--- config.mk ---
export PLATFORM = sky130hd
export DESIGN_NAME = spk_pack_unit
export DESIGN_NICKNAME = d
export VERILOG_FILES = /design/src/rtl/spk_lane.sv /design/src/rtl/spk_half.sv /design/src/rtl/spk_pack_unit.sv
export SDC_FILE = /design/constraint.sdc
export NUM_CORES = 1
export LEC_CHECK = 0
export ABC_CLOCK_PERIOD_IN_PS = 1900
export BUFFER_PORTS_ARGS = -buffer_cell sky130_fd_sc_hd__buf_4
export CAP_MARGIN = 10
export CORE_MARGIN = 8
export CORE_UTILIZATION = 47
export CTS_CLUSTER_DIAMETER = 30
export CTS_CLUSTER_SIZE = 14
export DETAILED_ROUTE_END_ITERATION = 10
export HOLD_SLACK_MARGIN = 0.1
export PLACE_DENSITY = 0.84
export REMOVE_ABC_BUFFERS = 1
export SETUP_SLACK_MARGIN = 0.05
export SYNTH_ARGS = -nofsm -noshare
export SYNTH_HDL_FRONTEND = slang
export SYNTH_HIERARCHICAL = 1
export SYNTH_SLANG_ARGS = --single-unit
--- constraint.sdc ---
create_clock -name clk -period 1.9 [get_ports clk]
set_input_delay 0.095 -clock clk [delete_from_list [all_inputs] [get_ports clk]]
set_output_delay 0.095 -clock clk [all_outputs]
set_load 0.02 [all_outputs]
--- src/rtl/spk_lane.sv ---
module spk_lane #(
   parameter int SRC_W = 16
) (
   input  logic [SRC_W-1:0]   src,
   input  logic               to_unsigned,
   output logic [SRC_W/2-1:0] dst,
   output logic               clamped
);
   localparam int DST_W = SRC_W / 2;

   logic neg;
   logic sign_mix;
   logic upper_set;

   always_comb begin
      neg       = src[SRC_W-1];
      // the value fits a signed DST_W lane only if these bits all match the sign
      sign_mix  = (src[SRC_W-1:DST_W-1] != {(DST_W+1){neg}});
      upper_set = |src[SRC_W-2:DST_W];
      if (to_unsigned) begin
         if (neg) begin
            dst     = '0;
            clamped = 1'b1;
         end else if (upper_set) begin
            dst     = '1;
            clamped = 1'b1;
         end else begin
            dst     = src[DST_W-1:0];
            clamped = 1'b0;
         end
      end else if (sign_mix) begin
         dst     = {neg, {(DST_W-1){~neg}}};
         clamped = 1'b1;
      end else begin
         dst     = src[DST_W-1:0];
         clamped = 1'b0;
      end
   end
endmodule

--- src/rtl/spk_half.sv ---
module spk_half #(
   parameter int SRC_W  = 16,
   parameter int DATA_W = 128
) (
   input  logic [DATA_W-1:0]       opnd,
   input  logic                    to_unsigned,
   output logic [DATA_W/2-1:0]     narrow_o,
   output logic [DATA_W/SRC_W-1:0] clamp_o
);
   localparam int NLANE = DATA_W / SRC_W;
   localparam int DST_W = SRC_W / 2;

   for (genvar i = 0; i < NLANE; i++) begin : g_lane
      spk_lane #(.SRC_W(SRC_W)) u_lane (
         .src        (opnd[i*SRC_W +: SRC_W]),
         .to_unsigned(to_unsigned),
         .dst        (narrow_o[i*DST_W +: DST_W]),
         .clamped    (clamp_o[i])
      );
   end
endmodule

--- src/rtl/spk_pack_unit.sv ---
module spk_pack_unit #(
   parameter int DATA_W = 128
) (
   input  logic                clk,
   input  logic                rst,
   input  logic                in_valid,
   input  logic [1:0]          mode,
   input  logic [DATA_W-1:0]   op_a,
   input  logic [DATA_W-1:0]   op_b,
   output logic                out_valid,
   output logic [DATA_W-1:0]   result,
   output logic [DATA_W/8-1:0] sat_flags
);
   localparam int HALF   = DATA_W / 2;
   localparam int FLAG_W = DATA_W / 8;
   localparam int NSRC   = 2;

   if (DATA_W % 32 != 0 || DATA_W < 32) begin : g_bad_width
      $error("spk_pack_unit: DATA_W must be a positive multiple of 32");
   end

   logic [DATA_W-1:0] cand_res  [NSRC];
   logic [FLAG_W-1:0] cand_flag [NSRC];

   for (genvar k = 0; k < NSRC; k++) begin : g_src
      localparam int SW = 16 << k;
      localparam int NL = DATA_W / SW;
      logic [HALF-1:0] lo_half, hi_half;
      logic [NL-1:0]   fa, fb;

      spk_half #(.SRC_W(SW), .DATA_W(DATA_W)) u_a (
         .opnd(op_a), .to_unsigned(mode[0]), .narrow_o(lo_half), .clamp_o(fa)
      );
      spk_half #(.SRC_W(SW), .DATA_W(DATA_W)) u_b (
         .opnd(op_b), .to_unsigned(mode[0]), .narrow_o(hi_half), .clamp_o(fb)
      );

      assign cand_res[k]  = {hi_half, lo_half};
      assign cand_flag[k] = FLAG_W'({fb, fa});
   end

   logic [DATA_W-1:0] next_res;
   logic [FLAG_W-1:0] next_flag;

   always_comb begin
      next_res  = cand_res[mode[1]];
      next_flag = cand_flag[mode[1]];
   end

   always_ff @(posedge clk) begin
      if (rst) begin
         out_valid <= 1'b0;
         result    <= '0;
         sat_flags <= '0;
      end else begin
         out_valid <= in_valid;
         if (in_valid) begin
            result    <= next_res;
            sat_flags <= next_flag;
         end
      end
   end
endmodule

== Word level (Yosys, flattened, before mapping) ==
Cells that the tools add are included.
W data, S select, Z words.
Word-level totals
  flip-flop bits (word level): 145
  output and inout port bits: 145
  word-level logic and storage cells: 267
  input bits: 261
Operators by class
  reductions and logical operators: 24
  muxes and demuxes: 198
  bitwise logic cells: 17
  equality and inequality tests: 24
  $lt $le $gt $ge: 1
Operators with widths (count)
  $mux W16: 35
  $mux W8: 64
  $mux W128: 3
  $ne A16 B16 Y1: 8
  $ne A8 B8 Y1: 16
  $reduce_or A15 Y1: 8
  $reduce_or A7 Y1: 16
  $mux W1: 96
  $not A1 Y1: 16
  $ge A2 B2 Y1 const B: 1
  $not A1 Y2: 1

== Logic depth before layout (Yosys ltp) ==
  depth after elaboration: 7
  gate-level depth with buffers: 7
  mapped depth without buffers: 6

== By module ==
Netlist, hierarchy kept.
Modules (own cells, without submodules)
  spk_pack_unit: sequential area each 2902.8 sq um, area each 6314.8 sq um, instances 1, cells each 642
  spk_lane (g_src[0].u_a.g_lane[0].u_lane ...): sequential area each 0.0 sq um, area each 178.9 sq um, instances 16, cells each 22
  spk_lane (g_src[1].u_a.g_lane[0].u_lane ...): sequential area each 0.0 sq um, area each 266.5 sq um, instances 8, cells each 36

== Worst setup path after synthesis ==
OpenSTA, ideal clock, no wires.
  path kind: input port to flip-flop
  start point: in op_b[118]
  end point: reg result[123]
  data required time: 1814 ps
  arrival: 1443 ps
  path slack: 371 ps
  stages on the path: 7
  setup time: 86 ps
  path buffers: 1
  path through: nand4_1 > or3_4 > o31ai_4 > buf_6 > o21a_1 > mux2i_1 > a211oi_1
Between the ends
  word-level cells in the longest chain between the ends: 7
  elaborated cells on any way between the ends: 9
Ends and longest elaborated chain
  start: declaration: line spk_pack_unit.sv:9  | input logic [DATA_W-1:0] op_b,
  $reduce_or A15 Y1: line spk_lane.sv:19  | upper_set = |src[SRC_W-2:DST_W];
  $mux W16: line spk_lane.sv:24  | end else if (upper_set) begin
  $mux W16: line spk_lane.sv:21  | if (neg) begin
  $mux W16 (*): line spk_lane.sv:20  | if (to_unsigned) begin
  net g_src[1].hi_half[59]: line spk_pack_unit.sv:28  | logic [HALF-1:0] lo_half, hi_half;
  $mux W128 (implied by the code) (*) (3 in series): line spk_pack_unit.sv:46  | next_res = cand_res[mode[1]];
  end signal: assignment: line spk_pack_unit.sv:58  | result <= next_res;
  end: declaration: line spk_pack_unit.sv:11  | output logic [DATA_W-1:0] result,
The timed path passes the listed nets; every way through them passes the cells marked *. The select of a mux whose other input is x is not followed.
A chain may end at the register's enable or synchronous reset.

== Worst setup path after layout ==
  start point: in op_a[123]
  end point: reg result[52]
Between the ends
  word-level cells in the longest chain between the ends: 7
  elaborated cells on any way between the ends: 9
Ends and longest elaborated chain
  start: declaration: line spk_pack_unit.sv:8  | input logic [DATA_W-1:0] op_a,
  $reduce_or A15 Y1: line spk_lane.sv:19
  $mux W16: line spk_lane.sv:24
  $mux W16: line spk_lane.sv:21
  $mux W16 (*): line spk_lane.sv:20
  net g_src[1].lo_half[52]: line spk_pack_unit.sv:28
  $mux W128 (implied by the code) (*) (3 in series): line spk_pack_unit.sv:46
Marked as above.

==> summary.md <==
| Metric | Value |
|---|---|
| M2 GR Usage | 45.0% |
| Die Ht | 171 um |
| Largest net degree at the start of global routing | 79 |
| Setup WS pre-CTS | -0.210 ns |
| Post-Route WL | 41,400 um |
| Final Hold Fails | 0 |
| Gr ovfl total | 0 |
| Syn Area/Cell | 8.82 um2 |
| R2R depth | 2 |
| # IOs | 406 |
| Hold Path Class | primary input to register |
| FF-to-FF Start | result[33] |
| Clock Pin Slew Worst Setup and Hold Paths | 0.07 ns |
| Die area | 29,300 um2 |
| TritonCTS Sinks | 145 |
| Final Setup Violations | 0 |
| Worst hold path startpoint | rst |
| P&R area growth vs syn | 36.1% |
| Initial cell density of the core | 48.0% |
| Critical Path RT | 2.21 ns |
| Distinct cells, synth | 29 |
| Max Slew Vio Count | 0 |
| Critical Path Fanout Max | 15 |
| Synthesized area | 11,300 um2 |
| Setup crit start | op_a[123] |
| Global-route wire length before repair | 63,700 um |
| Lkg Pwr | 0.00645 uW |
| First drt pass iteration count | 6 |
| Max Cap Viol | 0 |
| Hold-fix buffers, CTS | 0 |
| # rows | 56 |
| Detailed Place HPWL | 32,700 um |
| Comb power frac | 30.1% |
| Die Wd | 171 um |
| Switching power total | 3240 uW |
| Vias in the first global route | 12,100 |
| Post-route ant nets | 0 |
| CTS H-tree depth | 4 |
| Vias per cell | 6.00 |
| Slew at the pin closest to its max-slew limit | 1.27 ns |
| Fin crit share | 90.1% |
| RSZ-0062 raised after global routing | no |
| Sw Ratio | 33.3% |
| IO buf count | 405 |
| Vias | 12,000 |
| Setup bufs post-CTS | 0 |
| Crit end category | register |
| Core Area | 23,500 um2 |
| Hold Slack | 0.153 ns |
| Root buf cell | clkbuf_16 |
| Hold-critical path depth | 3 |
| Fin Setup TNS | 0 ns |
| Final instance area | 15,400 um2 |
| Clock Power Share | 34.9% |
| Total track usage | 27.0% |
| Multi-input gate area | 7700 um2 |
| Filler cells | 1,959 |
| Pint | 6490 uW |
| CP Launch Type | primary input |
| Post-route setup slack | 0.188 ns |
| Status | completed |
| Arrival time at the worst endpoint | 2.02 ns |
| Area after DPL | 14,800 um2 |
| Yosys reg bits | 145 |
| Crit path time final | 1.71 ns |
| Share of power burned in registers | 35.0% |
| Post-Route Utilization | 65.4% |
| Fin Clk Skew | 0 ns |
| Area leader, netlist | dfxtp_1 |
| Synth warn | 6 |
| Worst hold endpoint | out_valid |
| RR Endpoint | result[33] |
| Syn Inst Count | 1,282 |
| Slack of the worst reg-to-reg path | 1.10 ns |
| Worst skew pair latency | 0.41 ns |
| Initial antenna violation count | 0 |
| Gpl congestion | 0.975 |
| P per Cell Area | 633 nW/um2 |
| Num CTS Buffers | 17 |
| Largest cells by area after synthesis | dfxtp_1 (26%), o21a_1 (15%), mux2i_1 (14%) |
| GRT met1 Usage | 30.2% |
| Wire per inst | 20.7 um |
| DRC viols | 0 |
| WS Path Type | primary input to register |
| FMAX | 584 MHz |
| Initial DRC Count | 799 |
| Layout cells sized above 1 | 34.4% |
| Final #Nets | 1,934 |
| Register Area | 2900 um2 |
| CTS max path bufs | 2 |
| Sequential area share after synthesis | 25.7% |
| Worst vdd ir | 478 uV |
| CTS tree | built |
| GRT busiest layer | met2 |
| N_diodes | 0 |
| Met3 Use GR | 8.53% |
| Area fraction of the dominant cell type after synthesis | 25.7% |
| Relative slew slack | 15.3% |
| Post_cts resized | 0 |
-- worst max-delay path by stage --
stage,endpoint,cells after the start
floorplan,result[103],6
global placement,result[59],6
detailed placement,result[52],7
CTS,result[52],7
global route,result[58],7
finish,result[52],7
-- cell usage in the layout (no fill, tap or decap), types with 15 or more instances in the layout --
master,count
buf_12,15
nor4_1,48
a31o_2,16
nand3_1,24
nor3_1,24
dfxtp_1,145
nand2b_1,32
inv_1,56
a211oi_1,136
nor4_4,16
and3_2,16
o21a_1,232
o31ai_4,24
a21oi_1,32
nand4_1,48
buf_4,435
mux2i_1,160
clkbuf_16,17
nor2_1,136
a31oi_2,16
-- per-layer routing --
| layer | vias up | wire [um] | share of wire [%] |
|---|---|---|---|
| li1 | 5722 | - | - |
| met1 | 5658 | 16000 | 39 |
| met2 | 536 | 19200 | 46 |
| met3 | 120 | 4110 | 9.9 |
| met4 | 0 | 2090 | 5.1 |
| met5 | - | 0 | 0 |
-- flip-flops by register name, indices dropped and copies added, names as in the netlist --
register and cells:
result 128, sat_flags 16, out_valid 1
-- worst max-delay path, stage by stage --
cell	delay [ns]
buf_4	0.12
nor3_1	0.07
and4_1	0.23
a21oi_1	0.97
o21a_1	0.19
mux2i_1	0.07
a211oi_1	0.27
-- power by group through the flow --
stage | combinational (uW) | sequential, uW | clock, uW
2_1_floorplan | 1050 | 3710 | 0
3_3_place_gp | 2860 | 3460 | 0
3_5_place_dp | 2920 | 3470 | 0
4_1_cts | 2930 | 3400 | 3460
5_1_grt | 3150 | 3430 | 3570
6_report | 2930 | 3400 | 3400
-- logic make-up after synthesis --
group	count (synthesis)	synth area share (%)
compound gates	472	34.2
simple gates	369	19.8
mux	160	14.2
flops	145	25.7
buf+inv	136	6.22
-- cell type report --
class                   instances  share of cell area [%]
repair buffers                452                    23.3
inverters                      56                    1.37
clock inverters                14                   0.935
multi-input cells            1001                    50.0
well taps                     319                    2.59
flip-flops and latches        145                    18.9
clock buffers                  18                    2.85
-- per-stage QoR --
stage,total power [uW],cells
2_1_floorplan,4760,1202
3_3_place_gp,6320,1973
3_5_place_dp,6380,1973
4_1_cts,9790,2005
5_1_grt,10100,2005
6_report,9740,2005
-- cells in the mapped netlist --
library cell,number
buf_8,6
clkbuf_1,29
o31ai_4,24
a21oi_1,32
nand3b_1,8
nand4_1,48
nor4_1,48
buf_2,22
a31oi_1,8
o21ai_0,8
inv_1,56
nor3_1,24
dfxtp_1,145
o21a_1,232
a31o_2,16
or3_4,8
nand3_1,24
buf_4,8
a31oi_2,16
buf_1,6
and3_2,16
mux2i_1,160
a211oi_1,136
nor2_1,136
buf_6,9
nand2b_1,32
nor2b_1,1
and4_1,8
nor4_4,16
No activity file was read; power rests on OpenSTA's default activity.
